`src/rtl/utx_pkg.sv`:
```
package utx_pkg;
  typedef enum logic [1:0] {TX_IDLE = 2'd0, TX_SEND = 2'd1, TX_BRK = 2'd2} tx_state_e;

  localparam int FRAME_W = 12;

  function automatic logic [FRAME_W-1:0] frame_bits(input logic [7:0] d,
                                                    input logic [1:0] wlen,
                                                    input logic [2:0] par);
    logic [FRAME_W-1:0] v;
    logic [7:0] m;
    logic p;
    int nd;
    nd = 5 + int'(wlen);
    m = 8'hFF >> (2'd3 - wlen);
    v = '1;
    v[0] = 1'b0;
    for (int i = 0; i < 8; i++) begin
      if (i < nd) v[i+1] = d[i];
    end
    case (par[1:0])
      2'b00:   p = ~^(d & m);
      2'b01:   p = ^(d & m);
      2'b10:   p = 1'b1;
      default: p = 1'b0;
    endcase
    if (par[2]) v[nd+1] = p;
    return v;
  endfunction

  function automatic logic [3:0] frame_len(input logic [1:0] wlen, input logic par_en,
                                           input logic stop2);
    return 4'd7 + {2'b00, wlen} + {3'b000, par_en} + {3'b000, stop2};
  endfunction
endpackage

```
`src/rtl/utx_fifo.sv`:
```
module utx_fifo #(
  parameter int DEPTH = 64,
  parameter int DW    = 8,
  localparam int AW   = $clog2(DEPTH),
  localparam int CW   = AW + 1
) (
  input  logic          clk_i,
  input  logic          rst_ni,
  input  logic          clr_i,
  input  logic          single_i,
  input  logic          wr_i,
  input  logic [DW-1:0] wdata_i,
  input  logic          rd_i,
  output logic [DW-1:0] rdata_o,
  output logic [CW-1:0] cnt_o,
  output logic          full_o
);
  logic [DW-1:0] mem_q [DEPTH];
  logic [AW-1:0] wp_q, rp_q;
  logic [CW-1:0] cnt_q, cap;
  logic          wr_ok, rd_ok;

  assign cap   = single_i ? CW'(1) : CW'(DEPTH);
  assign wr_ok = wr_i && !clr_i && (cnt_q < cap);
  assign rd_ok = rd_i && !clr_i && (cnt_q != '0);

  always_ff @(posedge clk_i) begin
    if (wr_ok) mem_q[wp_q] <= wdata_i;
  end

  always_ff @(posedge clk_i or negedge rst_ni) begin
    if (!rst_ni) begin
      wp_q  <= '0;
      rp_q  <= '0;
      cnt_q <= '0;
    end else if (clr_i) begin
      wp_q  <= '0;
      rp_q  <= '0;
      cnt_q <= '0;
    end else begin
      if (wr_ok) wp_q <= wp_q + 1'b1;
      if (rd_ok) rp_q <= rp_q + 1'b1;
      case ({wr_ok, rd_ok})
        2'b10:   cnt_q <= cnt_q + 1'b1;
        2'b01:   cnt_q <= cnt_q - 1'b1;
        default: cnt_q <= cnt_q;
      endcase
    end
  end

  assign rdata_o = mem_q[rp_q];
  assign cnt_o   = cnt_q;
  assign full_o  = (cnt_q == cap);


  wr_full_chk: assert property (@(posedge clk_i) disable iff (!rst_ni)
    (wr_i && !rd_i && !clr_i && full_o) |=> $stable(cnt_q));

  cnt_bound_chk: assert property (@(posedge clk_i) disable iff (!rst_ni)
    cnt_q <= CW'(DEPTH));

  clr_empty_chk: assert property (@(posedge clk_i) disable iff (!rst_ni)
    clr_i |=> (cnt_q == '0));
endmodule

```
`src/rtl/utx_shifter.sv`:
```
module utx_shifter
  import utx_pkg::*;
#(
  parameter int OSR  = 16,
  localparam int TW  = $clog2(OSR)
) (
  input  logic       clk_i,
  input  logic       rst_ni,
  input  logic       tick_i,
  input  logic [1:0] wlen_i,
  input  logic [2:0] par_i,
  input  logic       stop2_i,
  input  logic       brk_i,
  input  logic       afc_i,
  input  logic       cts_i,
  input  logic       avail_i,
  input  logic [7:0] data_i,
  output logic       load_o,
  output logic       busy_o,
  output logic       txd_o
);
  tx_state_e          state_q;
  logic [FRAME_W-1:0] frame_q;
  logic [3:0]         left_q;
  logic [TW-1:0]      tick_q;

  assign load_o = (state_q == TX_IDLE) && !brk_i && avail_i && (!afc_i || cts_i);
  assign busy_o = (state_q == TX_SEND);
  assign txd_o  = busy_o ? frame_q[0] : (state_q != TX_BRK);

  always_ff @(posedge clk_i or negedge rst_ni) begin
    if (!rst_ni) begin
      state_q <= TX_IDLE;
      frame_q <= '1;
      left_q  <= '0;
      tick_q  <= '0;
    end else begin
      case (state_q)
        TX_IDLE: begin
          if (brk_i) begin
            state_q <= TX_BRK;
          end else if (load_o) begin
            state_q <= TX_SEND;
            frame_q <= frame_bits(data_i, wlen_i, par_i);
            left_q  <= frame_len(wlen_i, par_i[2], stop2_i);
            tick_q  <= '0;
          end
        end
        TX_SEND: begin
          if (tick_i) begin
            if (tick_q == TW'(OSR - 1)) begin
              tick_q <= '0;
              if (left_q == 4'd1) begin
                state_q <= TX_IDLE;
              end else begin
                frame_q <= {1'b1, frame_q[FRAME_W-1:1]};
                left_q  <= left_q - 4'd1;
              end
            end else begin
              tick_q <= tick_q + 1'b1;
            end
          end
        end
        TX_BRK:  if (!brk_i) state_q <= TX_IDLE;
        default: state_q <= TX_IDLE;
      endcase
    end
  end


  start_low_chk: assert property (@(posedge clk_i) disable iff (!rst_ni)
    $rose(busy_o) |-> !txd_o);

  stop_high_chk: assert property (@(posedge clk_i) disable iff (!rst_ni)
    $fell(busy_o) |-> $past(txd_o));

  brk_line_chk: assert property (@(posedge clk_i) disable iff (!rst_ni)
    (brk_i && !busy_o) |=> (!txd_o || !brk_i));

  afc_gate_chk: assert property (@(posedge clk_i) disable iff (!rst_ni)
    ($rose(busy_o) && afc_i) |-> $past(cts_i));
endmodule

```
`src/rtl/utx_req.sv`:
```
module utx_req #(
  parameter int DEPTH = 64,
  localparam int CW   = $clog2(DEPTH) + 1
) (
  input  logic          clk_i,
  input  logic          rst_ni,
  input  logic          load_i,
  input  logic [CW-1:0] cnt_i,
  input  logic          fifo_en_i,
  input  logic [1:0]    thr_i,
  input  logic          level_i,
  output logic          req_o
);
  logic [CW-1:0] lim, left;
  logic          pulse_ev, lvl, req_q;

  assign lim      = (thr_i == 2'b00) ? CW'(1) : CW'(int'(thr_i) * (DEPTH / 4));
  assign left     = cnt_i - 1'b1;
  assign pulse_ev = load_i && (!fifo_en_i || (left < lim));
  assign lvl      = fifo_en_i ? (cnt_i < lim) : (cnt_i == '0);

  always_ff @(posedge clk_i or negedge rst_ni) begin
    if (!rst_ni) req_q <= 1'b0;
    else         req_q <= level_i ? lvl : pulse_ev;
  end

  assign req_o = req_q;


  pulse_width_chk: assert property (@(posedge clk_i) disable iff (!rst_ni)
    (!level_i && $past(!level_i) && req_q) |=> !req_q);
endmodule

```
`src/rtl/utx_cts.sv`:
```
module utx_cts (
  input  logic clk_i,
  input  logic rst_ni,
  input  logic cts_ni,
  input  logic stat_rd_i,
  output logic cts_o,
  output logic dcts_o
);
  logic s1_q, s2_q, prev_q, dcts_q;

  always_ff @(posedge clk_i or negedge rst_ni) begin
    if (!rst_ni) begin
      s1_q   <= 1'b1;
      s2_q   <= 1'b1;
      prev_q <= 1'b0;
      dcts_q <= 1'b0;
    end else begin
      s1_q   <= cts_ni;
      s2_q   <= s1_q;
      prev_q <= ~s2_q;
      if (~s2_q != prev_q) dcts_q <= 1'b1;
      else if (stat_rd_i)  dcts_q <= 1'b0;
    end
  end

  assign cts_o  = ~s2_q;
  assign dcts_o = dcts_q;


  dcts_set_chk: assert property (@(posedge clk_i) disable iff (!rst_ni)
    !$stable(s2_q) |=> dcts_q);
endmodule

```
`src/rtl/utx_core.sv`:
```
module utx_core #(
  parameter int DEPTH = 64,
  parameter int OSR   = 16,
  localparam int AW   = $clog2(DEPTH),
  localparam int CW   = AW + 1
) (
  input  logic          clk_i,
  input  logic          rst_ni,
  input  logic          tick_i,
  input  logic [1:0]    cfg_wlen_i,
  input  logic [2:0]    cfg_par_i,
  input  logic          cfg_stop2_i,
  input  logic          cfg_break_i,
  input  logic          cfg_afc_i,
  input  logic          cfg_fifo_en_i,
  input  logic [1:0]    cfg_thr_i,
  input  logic          cfg_level_i,
  input  logic          wr_valid_i,
  input  logic [7:0]    wr_data_i,
  input  logic          fifo_clr_i,
  input  logic          cts_ni,
  input  logic          stat_rd_i,
  output logic          txd_o,
  output logic          tx_req_o,
  output logic          buf_empty_o,
  output logic          tx_empty_o,
  output logic [AW-1:0] fifo_cnt_o,
  output logic          fifo_full_o,
  output logic          cts_o,
  output logic          dcts_o
);
  logic [CW-1:0] cnt;
  logic [7:0]    head;
  logic          load, busy, cts_act;

  utx_cts u_cts (
    .clk_i, .rst_ni, .cts_ni, .stat_rd_i,
    .cts_o(cts_act), .dcts_o
  );

  utx_fifo #(.DEPTH(DEPTH), .DW(8)) u_fifo (
    .clk_i, .rst_ni,
    .clr_i(fifo_clr_i), .single_i(!cfg_fifo_en_i),
    .wr_i(wr_valid_i), .wdata_i(wr_data_i),
    .rd_i(load), .rdata_o(head),
    .cnt_o(cnt), .full_o(fifo_full_o)
  );

  utx_shifter #(.OSR(OSR)) u_shift (
    .clk_i, .rst_ni, .tick_i,
    .wlen_i(cfg_wlen_i), .par_i(cfg_par_i), .stop2_i(cfg_stop2_i),
    .brk_i(cfg_break_i), .afc_i(cfg_afc_i), .cts_i(cts_act),
    .avail_i(cnt != '0), .data_i(head),
    .load_o(load), .busy_o(busy), .txd_o
  );

  utx_req #(.DEPTH(DEPTH)) u_req (
    .clk_i, .rst_ni, .load_i(load), .cnt_i(cnt),
    .fifo_en_i(cfg_fifo_en_i), .thr_i(cfg_thr_i), .level_i(cfg_level_i),
    .req_o(tx_req_o)
  );

  assign cts_o       = cts_act;
  assign buf_empty_o = (cnt == '0);
  assign tx_empty_o  = buf_empty_o && !busy;
  assign fifo_cnt_o  = cnt[AW-1:0];


  empty_rel_chk: assert property (@(posedge clk_i) disable iff (!rst_ni)
    tx_empty_o |-> buf_empty_o);

  same_cycle_chk: assert property (@(posedge clk_i) disable iff (!rst_ni)
    (load && wr_valid_i && !fifo_clr_i && !fifo_full_o) |=> $stable(cnt));
endmodule

```
`config.mk`:
```
export PLATFORM = sky130hd
export DESIGN_NAME = utx_core
export DESIGN_NICKNAME = d
export VERILOG_FILES = /design/src/rtl/utx_pkg.sv /design/src/rtl/utx_fifo.sv /design/src/rtl/utx_shifter.sv /design/src/rtl/utx_req.sv /design/src/rtl/utx_cts.sv /design/src/rtl/utx_core.sv
export SDC_FILE = /design/constraint.sdc
export NUM_CORES = 1
export LEC_CHECK = 0
export BUFFER_PORTS_ARGS = -buffer_cell sky130_fd_sc_hd__buf_4
export CAP_MARGIN = 20
export CORE_AREA = 2 2 338 173
export CTS_CLUSTER_SIZE = 40
export DETAILED_ROUTE_END_ITERATION = 7
export DIE_AREA = 0 0 340 175
export PLACE_DENSITY = 0.59
export SLEW_MARGIN = 20
export SYNTH_ARGS = -nofsm -noshare
export SYNTH_HDL_FRONTEND = slang
export SYNTH_SLANG_ARGS = --single-unit
```
`constraint.sdc`:
```
create_clock -name clk_i -period 4.8 [get_ports clk_i]
set_clock_uncertainty 0.05 [all_clocks]
set_input_delay 0.72 -clock clk_i [delete_from_list [all_inputs] [get_ports clk_i]]
set_output_delay 0.72 -clock clk_i [all_outputs]
set_load 0.01 [all_outputs]
```
==> results of run 1 <==
==> power by group through the flow <==
stage	Clock [W]	Sequential, W	Combinational [W]
6_report	0.00382	0.00559	0.00192
5_1_grt	0.00408	0.00560	0.00209
4_1_cts	0.00388	0.00559	0.00192
3_5_place_dp	0	0.00569	0.00191
3_3_place_gp	0	0.00569	0.00189
2_1_floorplan	0	0.00561	0.00136
==> area by class of cell <==
type	count	area, sq um
Multi-Input combinational cell	598	5880
Timing Repair Buffer	122	1000
Fill cell	4763	30600
Inverter	27	101
Clock buffer	58	1240
Antenna cell	1	2.50
Tap cell	768	961
Sequential cell	558	16600
Clock inverter	26	250
==> cell usage after synthesis (8+ instances only) <==
cell type / n / area (sq um)
a21oi_1: 26 / 130
nand3b_1: 11 / 82.6
or3_1: 8 / 50.1
a22oi_1: 8 / 60.1
xor2_1: 11 / 96.3
nand3_1: 18 / 90.1
nand2_1: 49 / 184
ha_1: 19 / 238
mux4_1: 10 / 263
o22ai_1: 12 / 75.1
mux4_2: 122 / 2750
o21ai_0: 33 / 165
buf_4: 17 / 128
buf_2: 12 / 60.1
clkbuf_1: 32 / 120
dfstp_2: 14 / 368
dfrtp_1: 32 / 801
xnor2_1: 14 / 123
nor2_1: 119 / 447
mux2i_1: 33 / 330
a211oi_1: 8 / 60.1
nor3_1: 13 / 65.1
edfxtp_1: 512 / 15400
inv_1: 26 / 97.6
==> cell families (layout without fill, tap and decap cells) <==
| kind of cell | Yosys count | in the layout | synth area share (%) |
|---|---|---|---|
| muxes | 169 | 169 | 14.8 |
| DFF | 558 | 558 | 72.1 |
| other | 0 | 1 | 0 |
| buffers and inverters | 100 | 233 | 2.21 |
| adders and majority gates | 20 | 20 | 1.12 |
| xor gates and xnor gates | 26 | 26 | 1.05 |
| AOI/OAI and AO/OA | 122 | 122 | 3.43 |
| and+or+nand+nor | 261 | 261 | 5.29 |
==> how the worst max path moves through the flow <==
stage | start | end | cells past startpoint
after global placement | u_fifo.rp_q[1] | u_shift.frame_q[11] | 11
final | u_fifo.rp_q[1] | u_shift.frame_q[9] | 11
after global routing | u_fifo.rp_q[0] | u_shift.frame_q[9] | 11
after CTS | u_fifo.rp_q[1] | u_shift.frame_q[9] | 11
after floorplan | u_fifo.rp_q[0] | u_shift.frame_q[11] | 12
after detailed placement | u_fifo.rp_q[1] | u_shift.frame_q[11] | 11
==> sequential cells by signal (all words and copies together), names as in the netlist <==
register	flops
u_shift.frame_q	12
u_fifo.wp_q	6
u_shift.state_q	2
u_cts.s1_q	1
u_cts.dcts_o	1
u_cts.prev_q	1
u_fifo.mem_q	512
u_fifo.rp_q	6
u_shift.tick_q	4
u_req.req_o	1
u_fifo.cnt_o	7
u_shift.left_q	4
u_cts.s2_q	1
==> per-stage QoR <==
step / util, % / instances / area, sq um / hold slack, ns / setup WS, ns
6_report: 46.0 / 2158 / 26000 / 0.0822 / 0.459
5_1_grt: 46.0 / 2157 / 26000 / 0.126 / 0.191
4_1_cts: 46.0 / 2157 / 26000 / 0.105 / 0.500
3_5_place_dp: 43.3 / 2073 / 24500 / 0.306 / 0.549
3_3_place_gp: 43.3 / 2073 / 24500 / 0.296 / 0.498
2_1_floorplan: - / 1256 / 22900 / 0.295 / 1.49
==> metal layers <==
| metal | global-route usage, % | routed length [um] | vias to the layer above |
|---|---|---|---|
| met5 | 0 | 0 | - |
| met4 | 3.02 | 713 | 0 |
| met3 | 8.81 | 8170 | 63 |
| met2 | 24.5 | 22600 | 673 |
| met1 | 33.4 | 28700 | 6569 |
| li1 | - | - | 5203 |
==> summary.txt, run 1 <==
Timing
  • Slew at the pin closest to its max-slew limit: 0.996 ns
  • Period utilization: 90.4%
  • Period minus WS final: 4.34 ns
  • Fin Setup TNS: 0 ns
  • Final setup vio count: 0
  • RSZ-0062 raised after global routing: false
  • Slew headroom: 33.4%
  • Final Max Tran Viols: 0
  • Fin. Hold Viols: 0
  • Max Clock Freq: 0.230 GHz

Worst setup path
  • Critical setup path kind: reg -> reg
  • WP buf/inv: 1
  • CP peak stage delay: 0.85 ns
  • Worst Setup End Kind: flop
  • Worst r2r dst: u_shift.frame_q[9]
  • CP max-delay cell: dfrtp_4
  • Crit path arrival time: 4.79 ns
  • Required time worst endpoint: 5.25 ns
  • CP cell instances: buf_12 > or3b_2 > o22ai_1 > nor2_1 > a32oi_1 > nor3_1 > nor3b_1 > xnor3_1 > nor2_4 > mux2i_1 > a41oi_1
  • Reg2reg path depth: 11
  • CP Launch Type: flop
  • Reg-to-reg startpoint: u_fifo.rp_q[1]
  • Delay-heaviest family, CP: simple AND/OR/NAND/NOR gates
  • Flop2flop setup slack: 0.46 ns
  • Crit-path max FO: 32

Final layout
  • Leading cell type in the layout, fill and taps excluded: edfxtp_1
  • Fin nets: 1400
  • Synth-to-layout area growth: 13.3%
  • Layout cells sized above 1: 24.6%
  • Most frequent cells in the layout: edfxtp_1 (512), mux4_2 (122), nor2_1 (119)

Logic synthesis
  • Syn Area/Cell: 18.3 sq um
  • Predominant post-synthesis flop cell: edfxtp_1
  • Yosys reg bits: 558
  • Post-synth EDFFs: 512
  • Mapped cell area: 22900 sq um
  • Register area share after synthesis: 72.1%
  • Fraction of registers with async set or reset after synthesis: 8.24%
  • Synthesized net count: 1303
  • Post-Syn Instances: 1256
  • Ys Warns: 0
  • Distinct cells, synth: 65

Floorplan
  • FP Rows: 62
  • IO Pins: 40
  • Die X-Extent: 340 um
  • Chip height: 175 um
  • Die Area: 59500 sq um
  • Initial core utilization: 40.6%
  • Core area: 56600 sq um

Pwr
  • Power Density: 436 nW/um^2
  • Psw: 0.00297 W
  • Comb power frac: 17.0%
  • Power, Total: 0.0113 W
  • Net Sw Frac: 26.2%
  • Register share of total power: 49.3%
  • Leak Pwr: 8.37 nW
  • Clk pwr share: 33.7%
  • Cell-internal power: 0.00836 W
  • VDD IR-drop max: 245 uV

CTS
  • Number of gates resized after CTS: 0
  • Hold_buf cts: 0
  • Clock Latency Late Sink: 0.59 ns
  • CTS tree: built
  • CTS root buf: clkbuf_16
  • Clock slew at reported path FFs: 0.08 ns
  • H-tree depth: 2
  • Clock Path Buffers: 3
  • Total CTS buffers: 46
  • Post-CTS Setup Repair Bufs: 0
  • CTS sink count: 558

Global route
  • Gr usage total: 20.4%
  • Largest net degree at the start of global routing: 65
  • GRT overflow: 0
  • Vias in the first global route: 12045
  • First-pass GRT wire length: 87.0 mm
  • Initial antenna violation count: 0

Route
  • Pre-antenna DRT Iters: 5
  • Post-DRT Antenna Nets: 0
  • Residual DRC count: 0
  • Via count: 12508
  • DRT iter0 DRCs: 1799
  • Vias per cell: 5.80
  • Wire per inst: 27.9 um
  • Routed wire length: 60.2 mm

Placement
  • DP HPWL: 39.5 mm
  • PortBufs: 39
  • Gpl congestion: 0.924

Outcome
  • Outcome: finished, final reports clean

Job
  • Max-cap viol count: 0

Worst hold path
  • Worst Hold Class: in -> async
No activity file was read; power rests on OpenSTA's default activity.
==> run 2, diff against run 1 <==
- RECOVER_POWER: not set -> 100
==> summary.txt, run 2 (synthesis results as in run 1) <==
Outcome
  • Outcome: complete, but fails checks
  • Violated checks: max-capacitance violations, max-slew violations

Route
  • Max layer used: met4
  • Wire per inst: 27.9 um
  • WL met3: 8.33 mm
  • Routed wire length: 60.1 mm
  • Post-DRT Antenna Nets: 0
  • Residual DRC count: 0
  • Vias per cell: 5.77
  • WL met1: 28.6 mm
  • Via count: 12436
  • DRT iter0 DRCs: 1759
  • Pre-antenna DRT Iters: 5
  • WL met2: 22.5 mm

Placement
  • Gpl congestion: 0.924
  • DP HPWL: 39.5 mm
  • Placed Cells: 2073
  • PortBufs: 39

Global route
  • Largest net degree at the start of global routing: 65
  • GRT overflow: 0
  • Gr usage total: 20.4%
  • Initial antenna violation count: 0
  • First-pass GRT wire length: 87.0 mm
  • Vias in the first global route: 12045

Timing
  • Fin Setup TNS: 0 ns
  • Period utilization: 91.3%
  • Final Max Tran Viols: 567
  • Max Clock Freq: 0.228 GHz
  • Final setup vio count: 0
  • Period minus WS final: 4.38 ns
  • Slew headroom: -116%
  • Slew at the pin closest to its max-slew limit: 3.24 ns
  • RSZ-0062 raised after global routing: false
  • Fin. Hold Viols: 0

Final layout
  • Largest register FFs: 512
  • Fin nets: 1400
  • Layout cells sized above 1: 18.8%
  • Fin cells: 2157
  • Synth-to-layout area growth: 12.0%
  • Most frequent cells in the layout: edfxtp_1 (512), mux4_2 (122), nor2_1 (119)
  • Register area: 16600 sq um
  • Largest reg by FF count: u_fifo.mem_q
  • Leading cell type in the layout, fill and taps excluded: edfxtp_1
  • Ant diodes: 0
  • FILL cells: 4830
  • Multi-input gate area: 5880 sq um

Pwr
  • VDD IR-drop max: 246 uV
  • Leak Pwr: 8.04 nW
  • Power Density: 440 nW/um^2

Floorplan
  • Chip height: 175 um
  • Die X-Extent: 340 um
  • Initial core utilization: 40.6%
  • FP Rows: 62
  • Die Area: 59500 sq um
  • Core area: 56600 sq um
  • IO Pins: 40

CTS
  • Clock Latency Late Sink: 0.59 ns
  • CTS sink count: 558
  • Clock slew at reported path FFs: 0.08 ns
  • Total CTS buffers: 46
  • Clock Path Buffers: 3
  • Post-CTS Setup Repair Bufs: 0
  • CTS root buf: clkbuf_16
  • Hold_buf cts: 0
  • Number of gates resized after CTS: 0
  • H-tree depth: 2
  • CTS tree: built

Worst hold path
  • Worst Hold Class: in -> reg

Worst setup path
  • Required time worst endpoint: 5.22 ns
  • CP max-delay cell: o311ai_0
  • CP cell instances: buf_12 > mux4_2 > o311ai_0 > a211oi_1 > a21oi_1 > nor3_1 > nor3b_1 > xnor3_1 > nor2_4 > mux2i_1 > a41oi_1
  • Critical setup path kind: reg -> reg
  • Crit path arrival time: 4.80 ns
  • CP peak stage delay: 0.76 ns
  • Crit-path max FO: 31
  • CP Launch Type: flop
  • Worst Setup End Kind: flop

Job
  • Max-cap viol count: 9
## run 2: cell count changes in the layout (fill, tap and decap cells not counted)
cell      before  now
and2_0         0    2
buf_4        115   34
dfstp_2       14   13
clkbuf_4       0    1
dfstp_1        0    1
and2_1         7    5
clkbuf_1       9   89
diode_2        1    0
## run 2: layer usage
metal | vias to the layer above | global-route usage, %
met5 | - | 0
met1 | 6502 | 33.4
met4 | 0 | 3.02
met3 | 55 | 8.81
met2 | 673 | 24.5
li1 | 5206 | -
## run 2: path summary, 6_finish.rpt
kind | from | to | slack [ns] | cells past startpoint
max | u_fifo.rp_q[0] | u_shift.frame_q[9] | 0.42 | 11
min | cts_ni | u_cts.s1_q | 0.19 | 1
max reg2reg | u_fifo.rp_q[0] | u_shift.frame_q[9] | 0.42 | 11
min reg2reg | u_cts.s1_q | u_cts.s2_q | 0.32 | 0
max in group asynchronous | rst_ni | u_fifo.rp_q[0] | 1.88 | 1
min in group asynchronous | rst_ni | u_shift.tick_q[2] | 0.91 | 1
## run 2: report_power, final
group | switching, W | total, W | internal, W
clock | 0.00176 | 0.00382 | 0.00206
sequential | 0.000138 | 0.00560 | 0.00546
combinational | 0.00108 | 0.00188 | 0.000805
## run 2: layout make-up
cell class	instances	share of cell area (%)
Tap cell	768	3.74
Clock buffer	58	4.82
Inverter	27	0.394
Sequential cell	558	64.4
Timing Repair Buffer	122	2.74
Multi-Input combinational cell	598	22.9
Clock inverter	26	0.974
## run 2: metrics by stage
| step | worst slack (ns) | instance area, sq um | util, % | power [W] | hold slack (ns) |
|---|---|---|---|---|---|
| detailed placement | 0.549 | 24500 | 43.3 | 0.00760 | 0.306 |
| finish | 0.420 | 25700 | 45.4 | 0.0113 | 0.190 |
| floorplan | 1.49 | 22900 | - | 0.00697 | 0.295 |
| global placement | 0.498 | 24500 | 43.3 | 0.00758 | 0.296 |
| CTS | 0.500 | 26000 | 46.0 | 0.0114 | 0.105 |
| global route | 0.158 | 25700 | 45.4 | 0.0117 | 0.160 |
## run 2: critical path: cells and delay by family, from the launching register on
family | cells | cell delay (ns)
compound gates | 4 | 1.28
mux | 2 | 1.02
flops | 1 | 0.64
xor+xnor | 1 | 0.48
simple gates | 3 | 0.47
buf+inv | 1 | 0.30
